===== config.mk =====
export PLATFORM = sky130hd
export DESIGN_NAME = branchSteer
export DESIGN_NICKNAME = d
export VERILOG_FILES = /design/src/rtl/branchSteerPkg.sv /design/src/rtl/branchSteerTarget.sv /design/src/rtl/branchSteerControl.sv /design/src/rtl/branchSteerDatapath.sv /design/src/rtl/branchSteer.sv
export SDC_FILE = /design/constraint.sdc
export NUM_CORES = 1
export LEC_CHECK = 0
export BUFFER_PORTS_ARGS = -buffer_cell sky130_fd_sc_hd__clkbuf_2
export CAP_MARGIN = 10
export CORE_AREA = 2 2 157 120
export CTS_CLUSTER_DIAMETER = 120
export DETAILED_ROUTE_END_ITERATION = 8
export DIE_AREA = 0 0 159 122
export SLEW_MARGIN = 20
export SYNTH_ARGS = -nofsm -noshare
export SYNTH_HDL_FRONTEND = slang
export SYNTH_SLANG_ARGS = --single-unit

===== constraint.sdc =====
create_clock -name clk -period 4.4 [get_ports clk]
set_input_delay 0.22 -clock clk [delete_from_list [all_inputs] [get_ports clk]]
set_output_delay 0.22 -clock clk [all_outputs]
set_load 0.03 [all_outputs]

===== src/rtl/branchSteerPkg.sv =====
package branchSteerPkg;

  // Strobes passed from the control FSM to the datapath each cycle
  typedef struct packed {
    logic issueRedir;  // drive a redirect next cycle
    logic issueFlush;  // drive a flush next cycle
    logic selCorrect;  // redirect address comes from the record
    logic reportPred;  // publish the decoded branch prediction
    logic loadRec;     // capture the decoded conditional branch
  } steerCtrl_t;

endpackage


===== src/rtl/branchSteerTarget.sv =====
// Displacement selection, target and fall-through arithmetic, direction.
module branchSteerTarget #(
  parameter int ADDR_W  = 32,
  parameter int SHORT_W = 8,
  parameter int EXT_W   = 16
) (
  input  logic [ADDR_W-1:0]  pc,
  input  logic [SHORT_W-1:0] shortDisp,
  input  logic [EXT_W-1:0]   extDisp,
  output logic [ADDR_W-1:0]  target,
  output logic [ADDR_W-1:0]  fallThrough,
  output logic               isForward
);
  localparam int OPWORD_BYTES = 2;
  localparam int EXT_BYTES    = EXT_W / 8;
  localparam logic [ADDR_W-1:0] SHORT_STEP = ADDR_W'(OPWORD_BYTES);
  localparam logic [ADDR_W-1:0] LONG_STEP  = ADDR_W'(OPWORD_BYTES + EXT_BYTES);

  if (ADDR_W <= EXT_W) begin : gBadWidth
    $error("ADDR_W must exceed EXT_W");
  end

  logic              useExt;
  logic [ADDR_W-1:0] shortWide;
  logic [ADDR_W-1:0] extWide;
  logic [ADDR_W-1:0] disp;

  always_comb begin
    useExt    = (shortDisp == '0);
    shortWide = ADDR_W'($signed(shortDisp));
    extWide   = ADDR_W'($signed(extDisp));
    disp      = useExt ? extWide : shortWide;
    target      = pc + SHORT_STEP + disp;
    fallThrough = pc + (useExt ? LONG_STEP : SHORT_STEP);
    // target above pc  <=>  disp >= -1
    isForward = !disp[ADDR_W-1] || (disp == '1);
  end
endmodule


===== src/rtl/branchSteerControl.sv =====
// Decides redirect, flush and recording; owns the record-valid flag.
module branchSteerControl
  import branchSteerPkg::*;
(
  input  logic       clk,
  input  logic       rstN,
  input  logic       decValid,
  input  logic       decUncond,
  input  logic       resValid,
  input  logic       resTaken,
  input  logic       predTakenNow,
  input  logic       recPredTaken,
  output steerCtrl_t ctrl
);
  logic recValid;
  logic consume;
  logic mispredict;
  logic acceptDec;

  always_comb begin
    consume    = resValid && recValid;
    mispredict = consume && (resTaken != recPredTaken);
    acceptDec  = decValid && !mispredict;

    ctrl.selCorrect = mispredict;
    ctrl.issueFlush = mispredict;
    ctrl.issueRedir = mispredict || (acceptDec && predTakenNow);
    ctrl.reportPred = acceptDec;
    ctrl.loadRec    = acceptDec && !decUncond;
  end

  always_ff @(posedge clk or negedge rstN) begin
    if (!rstN) begin
      recValid <= 1'b0;
    end else if (ctrl.loadRec) begin
      recValid <= 1'b1;
    end else if (consume) begin
      recValid <= 1'b0;
    end
  end
endmodule


===== src/rtl/branchSteerDatapath.sv =====
// Prediction record, redirect address mux and output registers.
module branchSteerDatapath
  import branchSteerPkg::*;
#(
  parameter int ADDR_W  = 32,
  parameter int SHORT_W = 8,
  parameter int EXT_W   = 16
) (
  input  logic               clk,
  input  logic               rstN,
  input  logic [ADDR_W-1:0]  decPc,
  input  logic [SHORT_W-1:0] decShortDisp,
  input  logic [EXT_W-1:0]   decExtDisp,
  input  logic               decUncond,
  input  logic               fwdTakenMode,
  input  logic               resTaken,
  input  steerCtrl_t         ctrl,
  output logic               predTakenNow,
  output logic               recPredTaken,
  output logic               redirValidO,
  output logic [ADDR_W-1:0]  redirAddrO,
  output logic               flushO,
  output logic               predValidO,
  output logic               predTakenO
);
  logic [ADDR_W-1:0] target;
  logic [ADDR_W-1:0] fallThrough;
  logic              isForward;
  logic [ADDR_W-1:0] recTarget;
  logic [ADDR_W-1:0] recFall;
  logic [ADDR_W-1:0] nextAddr;

  branchSteerTarget #(
    .ADDR_W (ADDR_W),
    .SHORT_W(SHORT_W),
    .EXT_W  (EXT_W)
  ) uTarget (
    .pc         (decPc),
    .shortDisp  (decShortDisp),
    .extDisp    (decExtDisp),
    .target     (target),
    .fallThrough(fallThrough),
    .isForward  (isForward)
  );

  always_comb begin
    predTakenNow = decUncond || !isForward || fwdTakenMode;
    if (ctrl.selCorrect) nextAddr = resTaken ? recTarget : recFall;
    else                 nextAddr = target;
  end

  always_ff @(posedge clk or negedge rstN) begin
    if (!rstN) begin
      redirValidO  <= 1'b0;
      redirAddrO   <= '0;
      flushO       <= 1'b0;
      predValidO   <= 1'b0;
      predTakenO   <= 1'b0;
      recTarget    <= '0;
      recFall      <= '0;
      recPredTaken <= 1'b0;
    end else begin
      redirValidO <= ctrl.issueRedir;
      flushO      <= ctrl.issueFlush;
      predValidO  <= ctrl.reportPred;
      predTakenO  <= ctrl.reportPred && predTakenNow;
      if (ctrl.issueRedir) redirAddrO <= nextAddr;
      if (ctrl.loadRec) begin
        recTarget    <= target;
        recFall      <= fallThrough;
        recPredTaken <= predTakenNow;
      end
    end
  end
endmodule


===== src/rtl/branchSteer.sv =====
module branchSteer
  import branchSteerPkg::*;
#(
  parameter int ADDR_W  = 32,
  parameter int SHORT_W = 8,
  parameter int EXT_W   = 16
) (
  input  logic               clk,
  input  logic               rstN,
  input  logic               decValid,
  input  logic               decUncond,
  input  logic [ADDR_W-1:0]  decPc,
  input  logic [SHORT_W-1:0] decShortDisp,
  input  logic [EXT_W-1:0]   decExtDisp,
  input  logic               fwdTakenMode,
  input  logic               resValid,
  input  logic               resTaken,
  output logic               redirValidO,
  output logic [ADDR_W-1:0]  redirAddrO,
  output logic               flushO,
  output logic               predValidO,
  output logic               predTakenO
);
  steerCtrl_t ctrl;
  logic       predTakenNow;
  logic       recPredTaken;

  branchSteerControl uCtrl (
    .clk         (clk),
    .rstN        (rstN),
    .decValid    (decValid),
    .decUncond   (decUncond),
    .resValid    (resValid),
    .resTaken    (resTaken),
    .predTakenNow(predTakenNow),
    .recPredTaken(recPredTaken),
    .ctrl        (ctrl)
  );

  branchSteerDatapath #(
    .ADDR_W (ADDR_W),
    .SHORT_W(SHORT_W),
    .EXT_W  (EXT_W)
  ) uData (
    .clk         (clk),
    .rstN        (rstN),
    .decPc       (decPc),
    .decShortDisp(decShortDisp),
    .decExtDisp  (decExtDisp),
    .decUncond   (decUncond),
    .fwdTakenMode(fwdTakenMode),
    .resTaken    (resTaken),
    .ctrl        (ctrl),
    .predTakenNow(predTakenNow),
    .recPredTaken(recPredTaken),
    .redirValidO (redirValidO),
    .redirAddrO  (redirAddrO),
    .flushO      (flushO),
    .predValidO  (predValidO),
    .predTakenO  (predTakenO)
  );
endmodule


**Yosys cells after proc, flatten, opt, wreduce, memory -nomap -nowiden**

Cells that the tools add are included.

- Add/subtract/negate cells: 3
- Equality and inequality tests: 2
- Muxes and demuxes: 6
- Reduce and logical (&&, ||, !) cells: 15

Operator list:

| cell | number |
|---|---|
| 32-bit two-way mux | 3 |
| 32-bit by 2-bit adder with 32-bit output (second input constant) | 1 |
| 32-bit by 3-bit adder with 32-bit output | 1 |
| 32-bit adder | 1 |
| 32-bit equality test (second input constant) | 1 |
| 8-bit zero test | 1 |
| 1-bit logical AND | 5 |
| 1-bit zero test | 4 |
| 1-bit logical OR | 4 |
| 3-bit two-way mux | 1 |
| 1-bit two-way mux | 2 |
| 2-bit nonzero test | 1 |
| 1-bit != test | 1 |

- Flip-flop bits (word level): 102
- Word-level logic and storage cells: 35

**Logic depth before layout (Yosys ltp)**

Gate-level depths: netlist (run 1).

- Word-level depth: 9
- Depth in mapped cells: 16

**Modules after synthesis**

A second synthesis (run 1) with hierarchy kept.

- Cell total of the unflattened synthesis: 713
- Area, all modules: 7561.0 µm²

By module, submodules not included:

| module | instances | cells each | area an instance (µm²) | sequential area each (µm²) |
|---|---|---|---|---|
| branchSteerDatapath | 1 | 323 | 4606.9 | 2527.4 |
| branchSteerTarget | 1 | 376 | 2826.5 | 0.0 |
| branchSteerControl | 1 | 14 | 127.6 | 25.0 |

**Worst setup path after synthesis (run 1)**

OpenSTA, ideal clock, no wires.

- Kind: input-to-reg
- Start point: in decShortDisp[7]
- End point: reg uData.recTarget[30]
- Library setup time: 0.149 ns
- Arrival: 3.699 ns
- Path slack: 0.552 ns
- Cell stages on the path: 15
- Path buffers: 2
- Cell sequence: buf_2 nor4_4 and2_0 clkbuf_1 a21o_1 ha_1 ha_1 nand3_1 nor3b_1 a2111oi_2 nor4_1 nor3_1 o41ai_2 mux2i_1 o311ai_0

- Word-level cells in the longest chain between the ends: 3

Ends and longest elaborated chain:

| what | RTL line | text |
|---|---|---|
| from (decl) | branchSteer.sv:13 | `input logic [SHORT_W-1:0] decShortDisp,` |
| 8-bit zero test | branchSteerTarget.sv:29 | `useExt = (shortDisp == '0);` |
| 32-bit two-way mux * | branchSteerTarget.sv:32 | `disp = useExt ? extWide : shortWide;` |
| 32-bit adder * | branchSteerTarget.sv:33 | `target = pc + SHORT_STEP + disp;` |
| to (signal assigned) | branchSteerDatapath.sv:69 | `recTarget <= target;` |
| to (decl) | branchSteerDatapath.sv:29 | `logic [ADDR_W-1:0] recTarget;` |

Every way passes the cells marked *; elsewhere a longest branch is shown, timed or not.
A chain may end at the register's enable or synchronous reset.

**Worst setup path after layout (run 1)**

- Start point: in decShortDisp[6]
- End point: reg uData.redirAddrO[31]

- Word-level cells in the longest chain between the ends: 9
- Elaborated cells on any way between the ends: 12

Ends and longest elaborated chain:

| what | RTL line | text |
|---|---|---|
| 8-bit zero test | branchSteerTarget.sv:29 |  |
| 32-bit two-way mux * | branchSteerTarget.sv:32 |  |
| parallel branches: the longest is 7 deep, another holds 32-bit adder | n/a |  |
| to (signal assigned) | branchSteerDatapath.sv:67 | `if (ctrl.issueRedir) redirAddrO <= nextAddr;` |
| to (decl) | branchSteerDatapath.sv:21 | `output logic [ADDR_W-1:0] redirAddrO,` |

Every way passes the cells marked *.

==> results of run 1 <==
-- Yosys cell counts, drive strengths merged, types with 22 or more instances --
cell type / instances / share of area
clkbuf: 32 / 0.017
nand3: 22 / 0.016
a21oi: 48 / 0.034
nand2: 119 / 0.064
xnor2: 28 / 0.035
xor2: 30 / 0.037
dfrtp: 102 / 0.36
nor2: 52 / 0.028
o21ai: 78 / 0.056
a211oi: 22 / 0.024
a21o: 25 / 0.027
ha: 63 / 0.11
mux2i: 30 / 0.043
-- registers in the layout, indices dropped and copies added (netlist names) --
| name | count |
|---|---|
| uData.predValidO | 1 |
| uData.flushO | 1 |
| uData.redirAddrO | 32 |
| uCtrl.recValid | 1 |
| uData.predTakenO | 1 |
| uData.recFall | 32 |
| uData.recTarget | 32 |
| uData.recPredTaken | 1 |
| uData.redirValidO | 1 |
-- per-stage QoR --
stage               setup WS [ns]  cell area (sq um)  hold slack (ns)  utilization  instances
floorplan                   0.552               7030          -0.0756            -        796
global placement            0.308               7770            0.354        0.430       1114
detailed placement          0.190               7770            0.358        0.430       1114
CTS                         0.560               8100           0.0422        0.448       1131
global route                0.119               8100           0.0811        0.448       1131
finish                      0.544               8100           0.0521        0.448       1131
-- worst reg2reg max path: stages (launching register included) --
cell and delay (ns):
dfrtp_1 0.39, xor2_1 0.15, nand3_1 0.40, nand2_1 0.29, o31a_2 0.18, buf_4 0.31
inv_2 0.19, nor2_1 0.52, a21oi_1 0.17, o31ai_1 0.09
-- per-layer routing --
metal / global-route usage / routed length, um / share of wire / vias up
met5: 0 / 0 / 0 / -
met4: 0.0335 / 126 / 0.0068 / 0
met2: 0.296 / 7620 / 0.41 / 133
met3: 0.0470 / 1060 / 0.058 / 12
met1: 0.296 / 9620 / 0.52 / 2801
li1: - / - / - / 3025
-- power breakdown --
group          total [mW]  switching (mW)  leakage (nW)  internal [mW]
clock network       0.864           0.385         0.157          0.479
logic                1.19           0.763          2.44          0.423
registers            1.31           0.136          1.25           1.17
total                3.36            1.28          3.85           2.07
-- layout by cell type, fill, tap and decap left out, types with 4 or more instances in the layout --
cell         n
o211ai_1     4
nand4_1     11
clkbuf_2    97
xor2_1      30
nor3_1       8
clkbuf_16    9
buf_4       17
nor4_1       5
mux2i_1     30
xnor2_1     28
a21oi_1     48
o31ai_1      7
dfrtp_1    102
a211oi_1    21
inv_1       19
nand3_1     22
nor2b_1      4
nand2_1    119
o21ai_0     78
a31oi_1     11
ha_1        63
nor2_1      52
and3_1      10
o221ai_1     6
o21bai_1     5
a21boi_0     4
a21o_1      25
-- area by class of cell --
cell class                 instances  area, sq um  area share
timing repair buffer             115          623      0.0770
clock buffer                      11          253      0.0312
clock inverter                     5         65.1     0.00804
inverter                          20         75.1     0.00927
tap                              247          309      0.0382
sequential                       102         2550       0.315
multi-input combinational        631         4220       0.521
-- cells by family (layout without fill, tap and decap cells) --
family	Yosys count	in the layout	synth area share
AOI/OAI and AO/OA	228	228	0.203
buffers and inverters	63	151	0.0374
DFF	102	102	0.363
and+or+nand+nor	249	249	0.162
adders and majority gates	65	65	0.118
muxes	31	31	0.0443
xor gates and xnor gates	58	58	0.0723
-- how the worst max path moves through the flow --
stage                         start              endpoint  slack [ns]
detailed placement  decShortDisp[2]   uData.recTarget[30]        0.19
global placement    decShortDisp[2]   uData.recTarget[30]        0.31
finish              decShortDisp[6]  uData.redirAddrO[31]        0.54
floorplan           decShortDisp[7]   uData.recTarget[30]        0.55
global route        decShortDisp[2]   uData.recTarget[30]        0.12
CTS                 decShortDisp[6]   uData.recTarget[30]        0.56
-- what timing repair did --
| action | in CTS | in global routing |
|---|---|---|
| buffers inserted | 0 | 0 |
| hold buffers | 1 | 0 |
| endpoints found under the hold margin | 59 | 0 |
==> run_results.csv, run 1 <==
group,metric,value,unit
timing,rsz0062_at_grt,"false",
critical_path,cpMostUsedCell,"a21oi_1",
global_routing,grt_usage,0.198,
timing,finalHoldViolations,0,
timing,slew_headroom,0.467,
detailed_routing,vias_per_cell,5.28,
worst_hold_path,min_from,"resValid",
cts,clock_latency,0.35,ns
layout,fin_nets,1007,
detailed_routing,routed-via-count,5971,
global_routing,grt_pass1_vias,5809,
floorplan,row_count,43,
cts,clk_pin_slew,0.07,ns
critical_path,cp_slowest_cell,"fa_1",
floorplan,core,18100,sq um
timing,tightest_slew,0.799,ns
cts,tritoncts,"done",
detailed_routing,wl,18.4,mm
critical_path,r2r_slack,1.64,ns
floorplan,die_h,122,um
global_routing,grt_max_degree,69,
layout,num_antenna_cells,0,
critical_path,start_kind,"primary input",
floorplan,start_util,0.389,
critical_path,cp-end-kind,"flip-flop",
critical_path,required,4.67,ns
synthesis,syn-num-nets,924,
detailed_routing,drt_iter0_drc,338,
cts,cts_made_buffers,9,
synthesis,synth-async-reset-ratio,1.00,
job,maxCapViolCount,0,
detailed_routing,wire_per_inst,16.3,um
cts,ctsResizeCount,0,
critical_path,r2r_cells,9,
placement,place.gp.congestion,0.861,
synthesis,synth_edf_count,0,
detailed_routing,dr.pass1.iters,5,
synthesis,synth-warning-count,0,
synthesis,synth_cell_types,59,
floorplan,ios,99,
critical_path,worst_path_dominant_cell_family,"compound AO/OA/AOI/OAI gates",
synthesis,ys_ff_latch,102,
critical_path,reg2reg_to,"uData.redirAddrO[31]",
critical_path,r2r_start,"uData.recPredTaken",
worst_hold_path,hp-class,"in -> reg",
timing,fin_crit_sh,0.876,
critical_path,crit_chain,"clkbuf_2 > nor4_4 > and2_0 > a21oi_1 > ha_1 > inv_1 > ha_1 > fa_1 > a21o_1 > a221o_1 > a21oi_1 > a31oi_1 > a21oi_1 > nor4_1 > mux2i_1 > o31ai_1",
synthesis,synth_cells,796,
timing,slew_viol_final,0,
layout,drive_above_1_share,0.160,
cts,cts_sinks,102,
synthesis,synth_flop_cell,"dfrtp_1",
run_status,status,"completed",
pwr,power.density,415,nW/um^2
global_routing,grt_pass1_wl,30.9,mm
synthesis,syn_area,7030,sq um
critical_path,arrival,4.12,ns
synthesis,yosysSeqAreaShare,0.363,
global_routing,overflow,0,
worst_hold_path,hold_depth,2,
critical_path,max_stage_delay,0.42,ns
timing,fmax,259,MHz
global_routing,antenna_found_initial,0,
cts,cts_buffer_depth,2,
critical_path,cp.depth,16,
critical_path,critical_path.max_fanout,5,
timing,setup_viol,0,
pwr,peakVddDrop,0.197,mV
timing,period_needed,3.86,ns
timing,finClkSkew,0.00461,ns
layout,syn_to_final_growth,15.2,%
cts,root_buffer,"clkbuf_16",
detailed_routing,ant_nets,0,
layout,nFillCells,1825,
pwr,power.total,3.36,mW
pwr,leakage,3.85,nW
floorplan,die_area,19400,sq um
placement,detailed_place_hpwl,13.7,mm
floorplan,die_w,159,um
synthesis,syn_avg_cell_area,8.83,sq um
worst_hold_path,min_to,"uCtrl.recValid",
placement,io_buffers,98,
detailed_routing,post-route-drc-count,0,
timing,tns,0,ns
critical_path,worstSetupPathType,"in -> reg",
critical_path,path_buf_inv,2,
cts,cts_max_level,3,
Power figures use the tool's default switching activity.
==> run 2, diff against run 1 <==
--- a/config.mk
+++ b/config.mk
@@ -11,6 +11,7 @@
 export CTS_CLUSTER_DIAMETER = 120
 export DETAILED_ROUTE_END_ITERATION = 8
 export DIE_AREA = 0 0 159 122
+export PLACE_DENSITY = 0.68
 export SLEW_MARGIN = 20
 export SYNTH_ARGS = -nofsm -noshare
 export SYNTH_HDL_FRONTEND = slang
==> run 2 against run 1 <==
  * Combinational power barely moved
  * Clock power is 8.0% lower
  * Non-clock buffer count unchanged
  * Clock skew increased by 0.0022 ns
  * Core utilization is 0.15 points lower
  * Register-to-register slack improved by 0.51 ns
==> run_results.csv, run 2 (synthesized netlist as in run 1, its figures left out) <==
group,metric,value,unit
global_routing,overflow,0,
critical_path,arrival,4.11,ns
layout,multi_input_area,4220,sq um
global_routing,grt_pass1_vias,5600,
timing,slew_viol_final,0,
cts,hold_buffers,1,
critical_path,start_kind,"primary input",
global_routing,antenna_found_initial,0,
critical_path,reg2reg_to,"uData.redirAddrO[31]",
worst_hold_path,hp-class,"in -> reg",
cts,cts_max_level,3,
pwr,power.total,3.29,mW
timing,rsz0062_at_grt,"false",
layout,stdcell_count,1131,
cts,clock_latency,0.36,ns
layout,layout_commonest_cell,"nand2_1",
detailed_routing,ant_nets,0,
pwr,peakVddDrop,0.200,mV
critical_path,critical_path.max_fanout,5,
critical_path,required,4.67,ns
critical_path,r2r_slack,2.15,ns
layout,nFillCells,1783,
layout,reg.largest.list,"uData.recFall: 32 flops, uData.recTarget: 32 flops, uData.redirAddrO: 32 flops",
timing,setup_ws,0.563,ns
detailed_routing,dr.pass1.iters,4,
detailed_routing,drt_iter0_drc,324,
timing,slew_headroom,0.363,
worst_hold_path,hold_depth,2,
layout,num_antenna_cells,0,
worst_hold_path,min_from,"resValid",
timing,period_needed,3.84,ns
timing,timing.hold.ws,0.0625,ns
placement,pre_cts_ws,0.244,ns
timing,fin_crit_sh,0.872,
detailed_routing,post-route-drc-count,0,
layout,syn_to_final_growth,14.8,%
critical_path,worstSetupPathType,"in -> reg",
detailed_routing,wire_per_inst,15.8,um
layout,fin_nets,1007,
global_routing,grt_usage,0.188,
layout,postLayoutCellArea,8070,sq um
layout,seq_area,2550,sq um
cts,ctsResizeCount,0,
global_routing,grt_pass1_wl,29.2,mm
placement,place.gp.congestion,0.844,
floorplan,core,18100,sq um
cts,post_cts_buffers,0,
pwr,power.density,407,nW/um^2
layout,final_util,0.446,
cts,root_buffer,"clkbuf_16",
timing,tns,0,ns
cts,tritoncts,"done",
timing,fmax,261,MHz
cts,cts_made_buffers,9,
cts,cts_sinks,102,
layout,final_cell_mix,"nand2_1, dfrtp_1, clkbuf_2",
worst_hold_path,min_to,"uCtrl.recValid",
timing,finalHoldViolations,0,
global_routing,grt_max_degree,102,
placement,detailed_place_hpwl,13.4,mm
timing,setup_viol,0,
cts,clk_pin_slew,0.08,ns
placement,place_area,7770,sq um
floorplan,die_area,19400,sq um
floorplan,die_w,159,um
run_status,status,"completed",
critical_path,cp-end-kind,"flip-flop",
placement,io_buffers,98,
placement,dp.cells,1114,
detailed_routing,vias_per_cell,5.29,
job,maxCapViolCount,0,
layout,drive_above_1_share,0.160,
timing,finClkSkew,0.00685,ns
floorplan,row_count,43,
floorplan,ios,99,
floorplan,die_h,122,um
timing,tightest_slew,0.956,ns
critical_path,r2r_start,"uData.recPredTaken",
critical_path,r2r_cells,9,
detailed_routing,routed-via-count,5981,
floorplan,start_util,0.389,
pwr,leakage,3.83,nW
cts,cts_buffer_depth,2,
detailed_routing,wl,17.8,mm
-- run 2: worst max-delay path by stage --
stage,startpoint,end,slack [ns],depth (start not counted)
after floorplan,decShortDisp[7],uData.recTarget[30],0.55,15
after global placement,decShortDisp[2],uData.recTarget[29],0.28,17
after detailed placement,decShortDisp[2],uData.recTarget[29],0.24,17
after CTS,decShortDisp[6],uData.recTarget[29],0.62,17
after global routing,decShortDisp[2],uData.recTarget[30],0.18,15
final,decShortDisp[6],uData.redirAddrO[31],0.56,16
-- run 2: critical path, stage by stage --
cell,delay (ns)
clkbuf_2,0.13
nor4_4,0.36
and2_0,0.26
a21oi_1,0.14
ha_1,0.29
inv_1,0.04
ha_1,0.23
fa_1,0.41
a21o_1,0.21
a221o_1,0.39
a21oi_1,0.27
a31oi_1,0.19
a21oi_1,0.40
nor4_1,0.14
mux2i_1,0.16
o31ai_1,0.25
-- run 2: area by class of cell --
cell class / instances / area share
timing repair buffer: 115 / 0.0772
sequential: 102 / 0.316
multi-input combinational: 631 / 0.523
clock buffer: 9 / 0.0279
inverter: 20 / 0.00930
clock inverter: 7 / 0.00806
tap: 247 / 0.0383
-- run 2: report_power, final --
group | internal (mW) | leakage, nW | switching, mW | total (mW)
clock network | 0.398 | 0.140 | 0.397 | 0.795
logic | 0.423 | 2.44 | 0.762 | 1.19
registers | 1.17 | 1.25 | 0.136 | 1.31
total | 1.99 | 3.83 | 1.29 | 3.29
-- run 2: layer usage --
layer,routed length [um],up-vias,global-route usage
met3,1010,9,0.0443
li1,-,3032,-
met2,7450,123,0.275
met1,9260,2817,0.284
met5,0,-,0
met4,135,0,0.0352
==> run 3, diff against run 2 <==
--- a/config.mk
+++ b/config.mk
@@ -5,13 +5,13 @@
 export SDC_FILE = /design/constraint.sdc
 export NUM_CORES = 1
 export LEC_CHECK = 0
-export BUFFER_PORTS_ARGS = -buffer_cell sky130_fd_sc_hd__clkbuf_2
 export CAP_MARGIN = 10
-export CORE_AREA = 2 2 157 120
+export CORE_AREA = 2 2 134 103
 export CTS_CLUSTER_DIAMETER = 120
 export DETAILED_ROUTE_END_ITERATION = 8
-export DIE_AREA = 0 0 159 122
-export PLACE_DENSITY = 0.68
+export DIE_AREA = 0 0 136 105
+export DONT_BUFFER_PORTS = 1
+export PLACE_DENSITY = 0.8
 export SLEW_MARGIN = 20
 export SYNTH_ARGS = -nofsm -noshare
 export SYNTH_HDL_FRONTEND = slang
==> run 3 against run 2 <==
  * Clock skew hardly changed
  * Flip-flop and latch count stayed put
  * Global-route usage is 6.6 points higher
  * Critical path depth is 2 lower
  * Cell count is 16% lower
  * Worst setup slack worse by 0.035 ns
  * Via count is 3.5% lower
  * Routed wire length is 3.4% lower
  * Register-to-register slack worse by 0.05 ns
  * Count of clock-buffer cells in the layout is 1 higher
  * Largest power group unchanged
==> run_results.csv, run 3 (synthesized netlist as in run 1, its figures left out) <==
group,metric,value,unit
run_status,status,"completed",
pwr,leakage,3.43,nW
layout,seq_area,2550,sq um
timing,finClkSkew,0.00648,ns
layout,nFillCells,1138,
pwr,power.total,3.19,mW
critical_path,worstSetupPathType,"in -> reg",
placement,io_buffers,0,
detailed_routing,post-route-drc-count,0,
layout,drive_above_1_share,0.0485,
timing,slew_viol_final,0,
detailed_routing,drt_iter0_drc,443,
placement,place_area,7130,sq um
floorplan,die_area,14300,sq um
floorplan,die_h,105,um
timing,period_needed,3.87,ns
floorplan,die_w,136,um
cts,cts_made_buffers,9,
cts,cts_sinks,102,
critical_path,required,4.61,ns
timing,tns,0,ns
timing,rsz0062_at_grt,"false",
detailed_routing,routed-via-count,5773,
cts,tritoncts,"done",
timing,tightest_slew,0.641,ns
global_routing,overflow,0,
cts,clock_latency,0.36,ns
job,maxCapViolCount,0,
global_routing,grt_max_degree,126,
cts,cts_max_level,3,
layout,final_cell_mix,"nand2_1, dfrtp_1, o21ai_0",
timing,setup_viol,0,
cts,cts_buffer_depth,2,
cts,clk_pin_slew,0.07,ns
timing,finalHoldViolations,0,
worst_hold_path,hp-class,"in -> reg",
layout,stdcell_count,954,
placement,dp.cells,933,
placement,place.gp.congestion,0.914,
global_routing,grt_usage,0.254,
critical_path,start_kind,"primary input",
layout,postLayoutCellArea,7520,sq um
placement,detailed_place_hpwl,12.3,mm
global_routing,grt_pass1_wl,29.0,mm
detailed_routing,wire_per_inst,18.1,um
critical_path,arrival,4.08,ns
timing,fin_crit_sh,0.880,
layout,reg.largest.list,"uData.recFall: 32 flops, uData.recTarget: 32 flops, uData.redirAddrO: 32 flops",
critical_path,critical_path.max_fanout,5,
global_routing,antenna_found_initial,0,
floorplan,row_count,36,
pwr,peakVddDrop,0.293,mV
cts,root_buffer,"clkbuf_16",
layout,layout_commonest_cell,"nand2_1",
timing,fmax,258,MHz
floorplan,core,12900,sq um
pwr,power.density,424,nW/um^2
layout,fin_nets,906,
detailed_routing,wl,17.2,mm
timing,timing.hold.ws,0.0140,ns
detailed_routing,vias_per_cell,6.05,
floorplan,start_util,0.546,
layout,syn_to_final_growth,6.99,%
floorplan,ios,99,
critical_path,cp-end-kind,"flip-flop",
cts,ctsResizeCount,0,
layout,multi_input_area,4220,sq um
detailed_routing,dr.pass1.iters,5,
detailed_routing,ant_nets,0,
layout,num_antenna_cells,0,
timing,slew_headroom,0.571,
global_routing,grt_pass1_vias,5662,
[run 3: cell types whose count changed in the layout (fill, tap and decap cells not counted), sizes merged]
| cell | change |
|---|---|
| clkbuf | -96 |
| bufinv | +1 |
| buf | -6 |
| dlygate4sd3 | +2 |
| clkinv | -1 |
| inv | -3 |
| clkinvlp | +2 |
[run 3: repair_timing]
action	4_1_cts	5_1_grt
endpoints found under the hold margin	104	0
buffers inserted	0	0
setup endpoints to repair	0	0
hold buffers	4	0
[run 3: final timing paths]
check | to | depth (start not counted) | startpoint | slack, ns
max | uData.redirAddrO[26] | 14 | decShortDisp[2] | 0.53
min | uData.recPredTaken | 2 | fwdTakenMode | 0.01
max reg2reg | uData.redirAddrO[9] | 9 | uData.recPredTaken | 2.10
min reg2reg | uData.recFall[2] | 2 | uData.recFall[2] | 0.47
max in group asynchronous | uData.recFall[9] | 2 | rstN | 3.52
min in group asynchronous | uData.recTarget[2] | 2 | rstN | 0.43
[run 3: critical path, stage by stage]
cell and delay, ns:
nor4_4 0.27, buf_4 0.17, nor4b_1 0.35, a21o_1 0.18
ha_1 0.23, ha_1 0.25, a211oi_1 0.34, o21ai_0 0.23
a2111oi_2 0.55, nor4_1 0.15, nor3_1 0.55, o31ai_1 0.21
xnor2_1 0.22, o221ai_1 0.14
[run 3: final cells by class]
class / count / share of cell area
sequential: 102 / 0.339
multi-input combinational: 631 / 0.561
inverter: 20 / 0.00998
clock inverter: 6 / 0.00931
timing repair buffer: 14 / 0.0203
tap: 171 / 0.0284
clock buffer: 10 / 0.0318
[run 3: stage by stage]
stage	utilization	setup slack [ns]
2_1_floorplan	-	0.552
4_1_cts	0.582	0.576
3_5_place_dp	0.553	0.239
6_report	0.584	0.528
5_1_grt	0.584	0.0885
3_3_place_gp	0.553	0.384
[run 3: power by group]
group	leakage (nW)	total [mW]	internal (mW)	switching, mW
Combinational	2.04	0.811	0.339	0.472
Sequential	1.25	1.54	1.17	0.368
Clock	0.141	0.838	0.460	0.378
[run 3: routing by layer]
metal	share of wire	wire length (um)	vias up	GRT usage
li1	-	-	2812	-
met1	0.46	7970	2758	0.366
met2	0.44	7550	187	0.376
met3	0.090	1560	16	0.0762
met4	0.0099	170	0	0.0513
met5	0	0	-	0
